--- src/rtl/byte_alu_pkg.sv ---
package byte_alu_pkg;

  localparam int OP_W = 5;

  typedef enum logic [OP_W-1:0] {
    OP_ADD    = 5'd0,
    OP_SUB    = 5'd1,
    OP_CMPA   = 5'd2,
    OP_CMPR   = 5'd3,
    OP_AND    = 5'd4,
    OP_OR     = 5'd5,
    OP_XOR    = 5'd6,
    OP_BIT    = 5'd7,
    OP_SHL    = 5'd8,
    OP_SHR    = 5'd9,
    OP_ROL    = 5'd10,
    OP_ROR    = 5'd11,
    OP_INC    = 5'd12,
    OP_DEC    = 5'd13,
    OP_ANDC   = 5'd14,
    OP_ANDSHR = 5'd15,
    OP_ANDROR = 5'd16
  } op_e;

  typedef enum logic [1:0] {U_NONE, U_ADD, U_LOGIC, U_SHIFT} unit_e;
  typedef enum logic [1:0] {L_AND, L_OR, L_XOR} logic_fn_e;
  typedef enum logic [1:0] {A_ACC, A_IDX, A_OPND} asel_e;
  typedef enum logic [1:0] {CI_FLAG, CI_ONE, CI_ZERO} cin_e;
  typedef enum logic [1:0] {CS_ADD, CS_SHIFT, CS_MSB, CS_ROT6} csrc_e;
  typedef enum logic [1:0] {VS_ADD, VS_BIT, VS_ROT} vsrc_e;

  typedef struct packed {
    unit_e     unit;
    logic_fn_e lfn;
    asel_e     asel;
    logic      b_zero;
    logic      sub;
    cin_e      cin;
    logic      sh_left;
    logic      sh_rot;
    logic      sh_pre_and;
    csrc_e     csrc;
    vsrc_e     vsrc;
    logic      z_from_and;
    logic      n_from_opnd;
    logic      res_we;
    logic      c_we;
    logic      z_we;
    logic      n_we;
    logic      v_we;
  } ctrl_t;

endpackage

--- src/rtl/byte_alu_decode.sv ---
module byte_alu_decode
  import byte_alu_pkg::*;
(
  input  logic [OP_W-1:0] op,
  output ctrl_t           ctrl
);

  always_comb begin
    ctrl = '0;
    ctrl.unit = U_NONE;
    ctrl.lfn  = L_AND;
    ctrl.asel = A_ACC;
    ctrl.cin  = CI_FLAG;
    ctrl.csrc = CS_ADD;
    ctrl.vsrc = VS_ADD;
    case (op)
      OP_ADD, OP_SUB: begin
        ctrl.unit   = U_ADD;
        ctrl.sub    = (op == OP_SUB);
        ctrl.res_we = 1'b1;
        ctrl.c_we   = 1'b1;
        ctrl.z_we   = 1'b1;
        ctrl.n_we   = 1'b1;
        ctrl.v_we   = 1'b1;
      end
      OP_CMPA, OP_CMPR: begin
        ctrl.unit = U_ADD;
        ctrl.asel = (op == OP_CMPR) ? A_IDX : A_ACC;
        ctrl.sub  = 1'b1;
        ctrl.cin  = CI_ONE;
        ctrl.c_we = 1'b1;
        ctrl.z_we = 1'b1;
        ctrl.n_we = 1'b1;
      end
      OP_AND, OP_OR, OP_XOR, OP_ANDC: begin
        ctrl.unit   = U_LOGIC;
        ctrl.lfn    = (op == OP_OR)  ? L_OR :
                      (op == OP_XOR) ? L_XOR : L_AND;
        ctrl.res_we = 1'b1;
        ctrl.z_we   = 1'b1;
        ctrl.n_we   = 1'b1;
        if (op == OP_ANDC) begin
          ctrl.csrc = CS_MSB;
          ctrl.c_we = 1'b1;
        end
      end
      OP_BIT: begin
        ctrl.z_from_and  = 1'b1;
        ctrl.n_from_opnd = 1'b1;
        ctrl.vsrc        = VS_BIT;
        ctrl.z_we        = 1'b1;
        ctrl.n_we        = 1'b1;
        ctrl.v_we        = 1'b1;
      end
      OP_SHL, OP_SHR, OP_ROL, OP_ROR, OP_ANDSHR, OP_ANDROR: begin
        ctrl.unit       = U_SHIFT;
        ctrl.sh_left    = (op == OP_SHL) || (op == OP_ROL);
        ctrl.sh_rot     = (op == OP_ROL) || (op == OP_ROR) || (op == OP_ANDROR);
        ctrl.sh_pre_and = (op == OP_ANDSHR) || (op == OP_ANDROR);
        ctrl.csrc       = (op == OP_ANDROR) ? CS_ROT6 : CS_SHIFT;
        ctrl.res_we     = 1'b1;
        ctrl.c_we       = 1'b1;
        ctrl.z_we       = 1'b1;
        ctrl.n_we       = 1'b1;
        if (op == OP_ANDROR) begin
          ctrl.vsrc = VS_ROT;
          ctrl.v_we = 1'b1;
        end
      end
      OP_INC, OP_DEC: begin
        ctrl.unit   = U_ADD;
        ctrl.asel   = A_OPND;
        ctrl.b_zero = 1'b1;
        ctrl.sub    = (op == OP_DEC);
        ctrl.cin    = (op == OP_DEC) ? CI_ZERO : CI_ONE;
        ctrl.res_we = 1'b1;
        ctrl.z_we   = 1'b1;
        ctrl.n_we   = 1'b1;
      end
      default: ;
    endcase
  end

endmodule

--- src/rtl/byte_alu_adder.sv ---
module byte_alu_adder #(
  parameter int W = 8
) (
  input  logic [W-1:0] a,
  input  logic [W-1:0] b,
  input  logic         sub,
  input  logic         cin,
  output logic [W-1:0] sum,
  output logic         cout,
  output logic         ovf
);

  logic [W-1:0] b_eff;
  logic [W:0]   full;

  always_comb begin
    b_eff = sub ? ~b : b;
    full  = {1'b0, a} + {1'b0, b_eff} + {{W{1'b0}}, cin};
    sum   = full[W-1:0];
    cout  = full[W];
    // signed overflow: both addends agree in sign, sum does not
    ovf   = (a[W-1] ^ sum[W-1]) & (b_eff[W-1] ^ sum[W-1]);
  end

endmodule

--- src/rtl/byte_alu_shifter.sv ---
module byte_alu_shifter #(
  parameter int W = 8
) (
  input  logic [W-1:0] val,
  input  logic         cin,
  input  logic         left,
  input  logic         rot,
  output logic [W-1:0] out,
  output logic         cout
);

  logic fill;
  assign fill = rot & cin;
  assign cout = left ? val[W-1] : val[0];

  for (genvar i = 0; i < W; i++) begin : g_bit
    if (i == 0) begin : g_lo
      assign out[i] = left ? fill : val[i+1];
    end else if (i == W-1) begin : g_hi
      assign out[i] = left ? val[i-1] : fill;
    end else begin : g_mid
      assign out[i] = left ? val[i-1] : val[i+1];
    end
  end

endmodule

--- src/rtl/byte_alu.sv ---
module byte_alu
  import byte_alu_pkg::*;
#(
  parameter int W = 8
) (
  input  logic            clk,
  input  logic            rst,
  input  logic [OP_W-1:0] op_i,
  input  logic [W-1:0]    acc_i,
  input  logic [W-1:0]    opnd_i,
  input  logic [W-1:0]    idx_i,
  input  logic            c_i,
  input  logic            v_i,
  input  logic            n_i,
  input  logic            z_i,
  output logic [W-1:0]    res_o,
  output logic            res_we_o,
  output logic            c_o,
  output logic            z_o,
  output logic            n_o,
  output logic            v_o,
  output logic            c_we_o,
  output logic            z_we_o,
  output logic            n_we_o,
  output logic            v_we_o
);

  localparam int MSB = W - 1;
  localparam int B6  = W - 2;
  localparam int B5  = W - 3;

  ctrl_t ctrl;

  byte_alu_decode u_dec (
    .op   (op_i),
    .ctrl (ctrl)
  );

  // adder path: add, subtract, compare, increment, decrement
  logic [W-1:0] add_a, add_b, add_sum;
  logic         add_cin, add_cout, add_ovf;

  always_comb begin
    case (ctrl.asel)
      A_IDX:   add_a = idx_i;
      A_OPND:  add_a = opnd_i;
      default: add_a = acc_i;
    endcase
    add_b = ctrl.b_zero ? '0 : opnd_i;
    case (ctrl.cin)
      CI_ONE:  add_cin = 1'b1;
      CI_ZERO: add_cin = 1'b0;
      default: add_cin = c_i;
    endcase
  end

  byte_alu_adder #(.W(W)) u_add (
    .a    (add_a),
    .b    (add_b),
    .sub  (ctrl.sub),
    .cin  (add_cin),
    .sum  (add_sum),
    .cout (add_cout),
    .ovf  (add_ovf)
  );

  // bitwise path
  logic [W-1:0] and_v, log_v;
  assign and_v = acc_i & opnd_i;

  always_comb begin
    case (ctrl.lfn)
      L_OR:    log_v = acc_i | opnd_i;
      L_XOR:   log_v = acc_i ^ opnd_i;
      default: log_v = and_v;
    endcase
  end

  // shift path, optionally fed by the AND of acc and operand
  logic [W-1:0] sh_in, sh_out;
  logic         sh_cout;
  assign sh_in = ctrl.sh_pre_and ? and_v : opnd_i;

  byte_alu_shifter #(.W(W)) u_sh (
    .val  (sh_in),
    .cin  (c_i),
    .left (ctrl.sh_left),
    .rot  (ctrl.sh_rot),
    .out  (sh_out),
    .cout (sh_cout)
  );

  // select value and derive flags
  logic [W-1:0] calc;
  logic         c_new, v_new, z_new, n_new;

  always_comb begin
    case (ctrl.unit)
      U_ADD:   calc = add_sum;
      U_LOGIC: calc = log_v;
      U_SHIFT: calc = sh_out;
      default: calc = '0;
    endcase
    case (ctrl.csrc)
      CS_SHIFT: c_new = sh_cout;
      CS_MSB:   c_new = calc[MSB];
      CS_ROT6:  c_new = calc[B6];
      default:  c_new = add_cout;
    endcase
    case (ctrl.vsrc)
      VS_BIT:  v_new = opnd_i[B6];
      VS_ROT:  v_new = calc[B6] ^ calc[B5];
      default: v_new = add_ovf;
    endcase
    z_new = ctrl.z_from_and  ? (and_v == '0) : (calc == '0);
    n_new = ctrl.n_from_opnd ? opnd_i[MSB]   : calc[MSB];
  end

  // output register stage
  always_ff @(posedge clk) begin
    if (rst) begin
      res_o    <= '0;
      res_we_o <= 1'b0;
      c_o      <= 1'b0;
      z_o      <= 1'b0;
      n_o      <= 1'b0;
      v_o      <= 1'b0;
      c_we_o   <= 1'b0;
      z_we_o   <= 1'b0;
      n_we_o   <= 1'b0;
      v_we_o   <= 1'b0;
    end else begin
      res_o    <= ctrl.res_we ? calc : '0;
      res_we_o <= ctrl.res_we;
      c_o      <= ctrl.c_we ? c_new : c_i;
      z_o      <= ctrl.z_we ? z_new : z_i;
      n_o      <= ctrl.n_we ? n_new : n_i;
      v_o      <= ctrl.v_we ? v_new : v_i;
      c_we_o   <= ctrl.c_we;
      z_we_o   <= ctrl.z_we;
      n_we_o   <= ctrl.n_we;
      v_we_o   <= ctrl.v_we;
    end
  end

endmodule

--- config.mk ---
export PLATFORM = sky130hd
export DESIGN_NAME = byte_alu
export DESIGN_NICKNAME = d
export VERILOG_FILES = /design/src/rtl/byte_alu_pkg.sv /design/src/rtl/byte_alu_decode.sv /design/src/rtl/byte_alu_adder.sv /design/src/rtl/byte_alu_shifter.sv /design/src/rtl/byte_alu.sv
export SDC_FILE = /design/constraint.sdc
export NUM_CORES = 1
export LEC_CHECK = 0
export ABC_AREA = 0
export ABC_CLOCK_PERIOD_IN_PS = 6500
export BUFFER_PORTS_ARGS = -buffer_cell sky130_fd_sc_hd__buf_2
export CORE_UTILIZATION = 37
export CTS_BUF_LIST = sky130_fd_sc_hd__clkbuf_8
export CTS_CLUSTER_DIAMETER = 150
export DETAILED_ROUTE_END_ITERATION = 12
export PLACE_DENSITY = 0.68
export SYNTH_ARGS = -nofsm -noshare
export SYNTH_HDL_FRONTEND = slang
export SYNTH_SLANG_ARGS = --single-unit
--- constraint.sdc ---
create_clock -name clk -period 6.5 [get_ports clk]
set_input_delay 0.975 -clock clk [delete_from_list [all_inputs] [get_ports clk]]
set_output_delay 0.975 -clock clk [all_outputs]
set_load 0.05 [all_outputs]
---- Yosys cells after proc, flatten, opt, wreduce, memory -nomap -nowiden ----
Index checks and enable logic that the tools add are counted.
cells by class
  add/subtract/negate cells ............... 2
  equal/unequal tests ..................... 30
  mux-type cells .......................... 47
  bitwise logic cells ..................... 10
  reduce and logical (&&, ||, !) cells .... 18
operator list
  cell                count
  $eq 5x4->1 const B  8
  $pmux 8 s2          2
  $mux 8              3
  $pmux 8 s3          1
  $eq 5x3->1 const B  4
  $mux 1              20
  $mux 2              9
  $reduce_or 17->1    1
  $eq 2x2->1 const B  8
  $logic_not 8->1     2
  $pmux 2 s2          4
  $reduce_or 14->1    1
  $eq 2x1->1 const B  6
  $reduce_or 6->1     2
  $eq 5x2->1 const B  2
  $reduce_or 10->1    1
  $add 8x8->9         1
  $add 9x1->9         1
  $and 8x8->8         1
  $not 8->8           1
  $or 8x8->8          1
  $pmux 1 s2          4
  $reduce_or 2->1     4
  $xor 8x8->8         1
  other kinds (12)    19
word-level totals
  register bits after elaboration ......... 17
  output and inout bits ................... 17
  word-level logic and storage cells ...... 117

---- Depth between registers and ports, before layout ----
  word-level depth ........................ 12
  gate-level depth with buffers ........... 18
  depth with buffers taken out ............ 16

---- Cells and area by module ----
A second synthesis with hierarchy kept.
unflattened totals
  cells, all modules ...................... 351
  area, all modules ....................... 2650.0 sq um
by module, submodules not included
  module            instances  cells an instance  area each (sq um)  sequential area each (sq um)
  byte_alu          1          215                1665.3             340.3
  byte_alu_adder    1          61                 455.4              0.0
  byte_alu_decode   1          61                 390.4              0.0
  byte_alu_shifter  1          14                 138.9              0.0

---- Worst setup path before layout ----
OpenSTA, ideal clock, no wires.
  path type ............................... input-to-reg
  start point ............................. in op_i[2]
  end point ............................... reg v_o
  data arrival time ....................... 4.194 ns
  path slack .............................. 2.170 ns
  cell stages on the path ................. 18
  buffers on the path ..................... 2
  cells stage by stage .................... buf_6 -> or2_2 -> nor3_1 -> inv_1 -> ha_1 -> clkbuf_1 -> a221oi_1 -> a21oi_1 -> fa_1 -> inv_1 -> fa_1 -> nor2b_1 -> o211ai_1 -> a21oi_1 -> xor2_1 -> a221oi_2 -> xor2_1 -> o221ai_1
between the ends
  cells in the longest elaborated chain, start to end .. 12
  elaborated cells on any way between the ends .. 70
RTL lines
  item                                                                  line             text
  from (decl)                                                           byte_alu.sv:8    input logic [OP_W-1:0] op_i,
  parallel branches: the longest is 11 deep, another holds $add 8x8->9  n/a
  $mux 1 (*)                                                            byte_alu.sv:138  v_o <= ctrl.v_we ? v_new : v_i;
  to (signal assigned)                                                  byte_alu.sv:138
  to (decl)                                                             byte_alu.sv:21   output logic v_o,
Every way passes the cells marked *.
A chain may end at the register's enable or synchronous reset.

---- Final worst setup path ----
Ends and elaborated chain as after synthesis.

==> results <==
- The type of the worst setup path is primary input to register.
- The post-synthesis instance area is 0.002427 mm^2.
- The biggest area contributor in the post-synthesis netlist is sky130_fd_sc_hd__ha_1.
- The final layout contains routed wiring with a total length of 6997 um.
- Pin placement for this block handled 52 I/O pins.
- The area overhead of the layout relative to synthesis is 12.63%.
- The critical path goes through buf_2 > or2_2 > o21ai_1 > o21ai_2 > xnor2_1 > fa_1 > inv_1 > fa_1 > nor2b_1 > o211ai_1 > a21oi_1 > xor2_1 > a221oi_2 > xor2_1 > o221ai_1.
- The share of total power consumed by net switching is 0.4149.
- The initial utilization of the core area, before any placement, comes to 0.3823.
- The chip width is 83.00 um.
- Setup repair after global routing left no endpoint under its margin.
- The number of warnings issued by yosys is 0.
- The tightest min-delay check is of the primary input to register type.
- The area share of xor/xnor cells in the synthesized design is 0.04691.
- Once layout is complete, the utilization of the core stands at 0.4305.
- The routed via count divided by cell count is 5.775.
- Summed over all cells, the static leakage comes to 1.278 nW.
- The count of different cell masters after synthesis is 72.
- The buffer depth of the longest clock path is 2.
- The total half-perimeter wirelength after legalization and detailed placement is 5631 um.
- The area of the die is 0.006888 mm^2.
- The number of cells on the worst hold path is 2.
- The data required time at the worst endpoint is 6.62 ns.
- The flop and latch count out of synthesis is 16.
- The clock drives 16 sinks.
- Yosys attributes the largest share of cell area to sky130_fd_sc_hd__ha_1 15%, sky130_fd_sc_hd__dfxtp_1 13%, sky130_fd_sc_hd__a21oi_1 5.6%.
- After synthesis, the largest family of logic cells by area is compound AO/OA/AOI/OAI gates.
- The primary flip-flop cell chosen by synthesis mapping is sky130_fd_sc_hd__dfxtp_1.
- For hold timing, the worst endpoint is c_we_o.
- The tool flagged a number of max-cap violations equal to 0.
- The final total power is 407.0 uW.
- Counting tap cells, the placed design contains a total of 432 instances.
- Entering global routing, the biggest net connects 23 pins.
- Cell internal power was estimated by the tool at 238.1 uW.
- The headroom to the max-slew limit is 0.5419.
- Broken down by cell family, the worst path's largest delay share belongs to compound AO/OA/AOI/OAI gates.
- The simple-gate portion of the synthesized area is 0.2366.
- After detailed routing, the average wire length per cell comes to 16.05 um.
- For this design the ratio of total power to cell area is 148.9 mW/mm^2.
- Static timing analysis puts the maximum clock frequency at 0.2120 GHz.
- Along the worst path, the maximum fanout reaches 22.
- In the final layout, the share of cells above drive strength 1 is 0.2173.
- Post-CTS timing repair inserted 0 buffers for setup.
- The adder and majority gate portion of the synthesized area is 0.1660.
- At the pin with the least slew margin, the transition time is 0.6818 ns.
- TritonCTS built the clock tree.
- The maximum ir drop on the vdd rail is 0.1179 mV.
- The run finished with clean final reports.
- The number of hold violations in the final report is 0.
- Port buffering added 51 buffers.
- The clock share of power is 0.209.
- The all-layer global routing usage is 0.2053.
- TritonCTS created 3 clock buffers.
- The repair_antennas step left the layout with diodes totalling 0.
- Counting flops with an async set or reset pin after synthesis yields a share of 0.
- The first detailed-routing pass took 4 iterations.
- The number of global-route vias before repair is 2308.
- CTS built an H-tree with a depth of 1.
- The slowest stage of the critical path belongs to the cell sky130_fd_sc_hd__o21ai_1.
- The kind of end point of the critical path is a register.
- The final global-route overflow total is 0.
- The cell row count is 29.
- The count of unresolved DRC violations after routing is 0.
- The number of synthesized flops with an enable pin is 0.
- Final hold analysis gives a worst-case slack of 1.026 ns.
- The share of the cycle needed by the critical path after routing is 0.7257.
- Counting every net in the synthesized netlist gives 388.
- For this block, the initial DRC count from the detailed router was 249.
- The summed negative setup slack over all endpoints is 0 ns.
- The share of total power dissipated in sequential elements is 0.260.
- The area fraction in compound gates after synthesis is 0.2902.
- The y dimension of the die is 83.00 um.
- The max-slew violation count is 0.
- In this run the most critical hold path is launched from rst.
- Synthesis produced 322 cells.
- At the end of routability-driven placement, the weighted congestion stood at 0.9062.
- In the post-synthesis netlist, the cell with the most instances is sky130_fd_sc_hd__inv_1.
- Clock-pin slew was measured on the worst setup and hold paths at 0.06 ns.
- The global-route wire length before repair is 11700 um.
- The element type at the critical path start is a primary input.
- For this design, the CTS-stage hold fixing added 0 buffers.
- The post-cts resize count is 0.
- The final count of negative-setup-slack endpoints is 0.
- The initial antenna violation count came to 0.
- The number of buffers and inverters on the critical path is 2.
- Of the total power, combinational logic draws 0.531.
- The mean instance size in the synthesized netlist is 7.538 um^2.
- The arrival time of data at the critical path endpoint is 4.84 ns.
- Of the post-synthesis cell area, the dominant cell type holds 0.1495.
- The standard cell core area is 0.006350 mm^2.
- For this run, the post-layout net count is 426.
- Counting instances in the post-synthesis netlist gives the leading cell types as 35 x sky130_fd_sc_hd__inv_1, 29 x sky130_fd_sc_hd__ha_1, 29 x sky130_fd_sc_hd__nor2_1.
- For the finished layout, the period the worst path requires is 4.717 ns.
- Of the post-synthesis cell area, the part taken by muxes is 0.02835.
- The sequential fraction of the synthesis area is 0.1320.
- The residual antenna-violating net count after detailed routing is 0.
- The count of cells in the finished layout, fillers not included, comes to 436.
- The analysis attributes to net switching a power of 168.9 uW.
- The largest stage delay on the critical path is 0.56 ns.
- The cell chosen for the clock root is sky130_fd_sc_hd__clkbuf_8.
- Detailed routing inserted a total of 2518 vias.
[area by class of cell]
type	instances	area, um^2
sequential	16	320.3
tap	77	96.34
timing repair buffer	51	255.2
fill	630	3616
inverter	38	142.6
clock buffer	4	55.05
multi-input combinational	250	1864
[cell families after synthesis]
logic type                 Yosys count
buffers and inverters               56
muxes                                6
DFF                                 16
adders and majority gates           31
and+or+nand+nor                    105
AOI/OAI and AO/OA                   95
xor gates and xnor gates            13
[power by group through the flow]
stage | registers, mW | clock network (mW) | logic, mW
4_1_cts | 0.106 | 0.0882 | 0.213
6_report | 0.106 | 0.0851 | 0.216
3_3_place_gp | 0.108 | 0 | 0.211
3_5_place_dp | 0.108 | 0 | 0.212
2_1_floorplan | 0.131 | 0 | 0.140
5_1_grt | 0.106 | 0.0910 | 0.236
[worst max path at each step]
stage	from	endpoint	slack [ns]	depth (start not counted)
after floorplan	op_i[2]	v_o	2.17	18
after global placement	op_i[0]	v_o	1.73	16
after detailed placement	op_i[2]	v_o	1.65	15
after CTS	op_i[2]	v_o	1.91	15
after global routing	op_i[0]	v_o	1.54	16
final	op_i[2]	v_o	1.78	15
[cell usage in the layout, fill, tap and decap left out, types with 3 or more instances in the layout]
master                     instances
sky130_fd_sc_hd__a21o_1            4
sky130_fd_sc_hd__a21oi_1          27
sky130_fd_sc_hd__a221o_1           4
sky130_fd_sc_hd__a221oi_1         11
sky130_fd_sc_hd__a22oi_1           5
sky130_fd_sc_hd__and2_1            3
sky130_fd_sc_hd__buf_2            51
sky130_fd_sc_hd__clkbuf_8          4
sky130_fd_sc_hd__dfxtp_1          16
sky130_fd_sc_hd__ha_1             29
sky130_fd_sc_hd__inv_1            35
sky130_fd_sc_hd__inv_2             3
sky130_fd_sc_hd__mux2i_1           4
sky130_fd_sc_hd__nand2_1          20
sky130_fd_sc_hd__nand2b_1          4
sky130_fd_sc_hd__nand3_1           6
sky130_fd_sc_hd__nand4_1           5
sky130_fd_sc_hd__nor2_1           29
sky130_fd_sc_hd__nor2b_1           5
sky130_fd_sc_hd__nor3_1            9
sky130_fd_sc_hd__o211ai_1          5
sky130_fd_sc_hd__o21ai_0           9
sky130_fd_sc_hd__o21ai_1           4
sky130_fd_sc_hd__or2_1             3
sky130_fd_sc_hd__xnor2_1          10
sky130_fd_sc_hd__xor2_1            3
[state kept, by name (all words and copies together), names as in the netlist]
signal,flops
z_o,1
res_o,8
v_we_o,1
c_we_o,1
c_o,1
res_we_o,1
z_we_o,1
v_o,1
n_o,1
[per-stage QoR]
stage | setup WS [ns] | area, um^2
finish | 1.783 | 2734
floorplan | 2.170 | 2427
CTS | 1.912 | 2734
global route | 1.542 | 2734
global placement | 1.726 | 2679
detailed placement | 1.652 | 2679
[layer usage]
| layer | vias to the layer above | part of all wire | global-route usage |
|---|---|---|---|
| met1 | 1149 | 0.47 | 0.2908 |
| met2 | 120 | 0.44 | 0.3279 |
| met5 | - | 0 | 0 |
| met4 | 0 | 0.019 | 0.06583 |
| li1 | 1236 | - | - |
| met3 | 13 | 0.070 | 0.01789 |
Note: power is estimated with default switching activity, not from simulation.
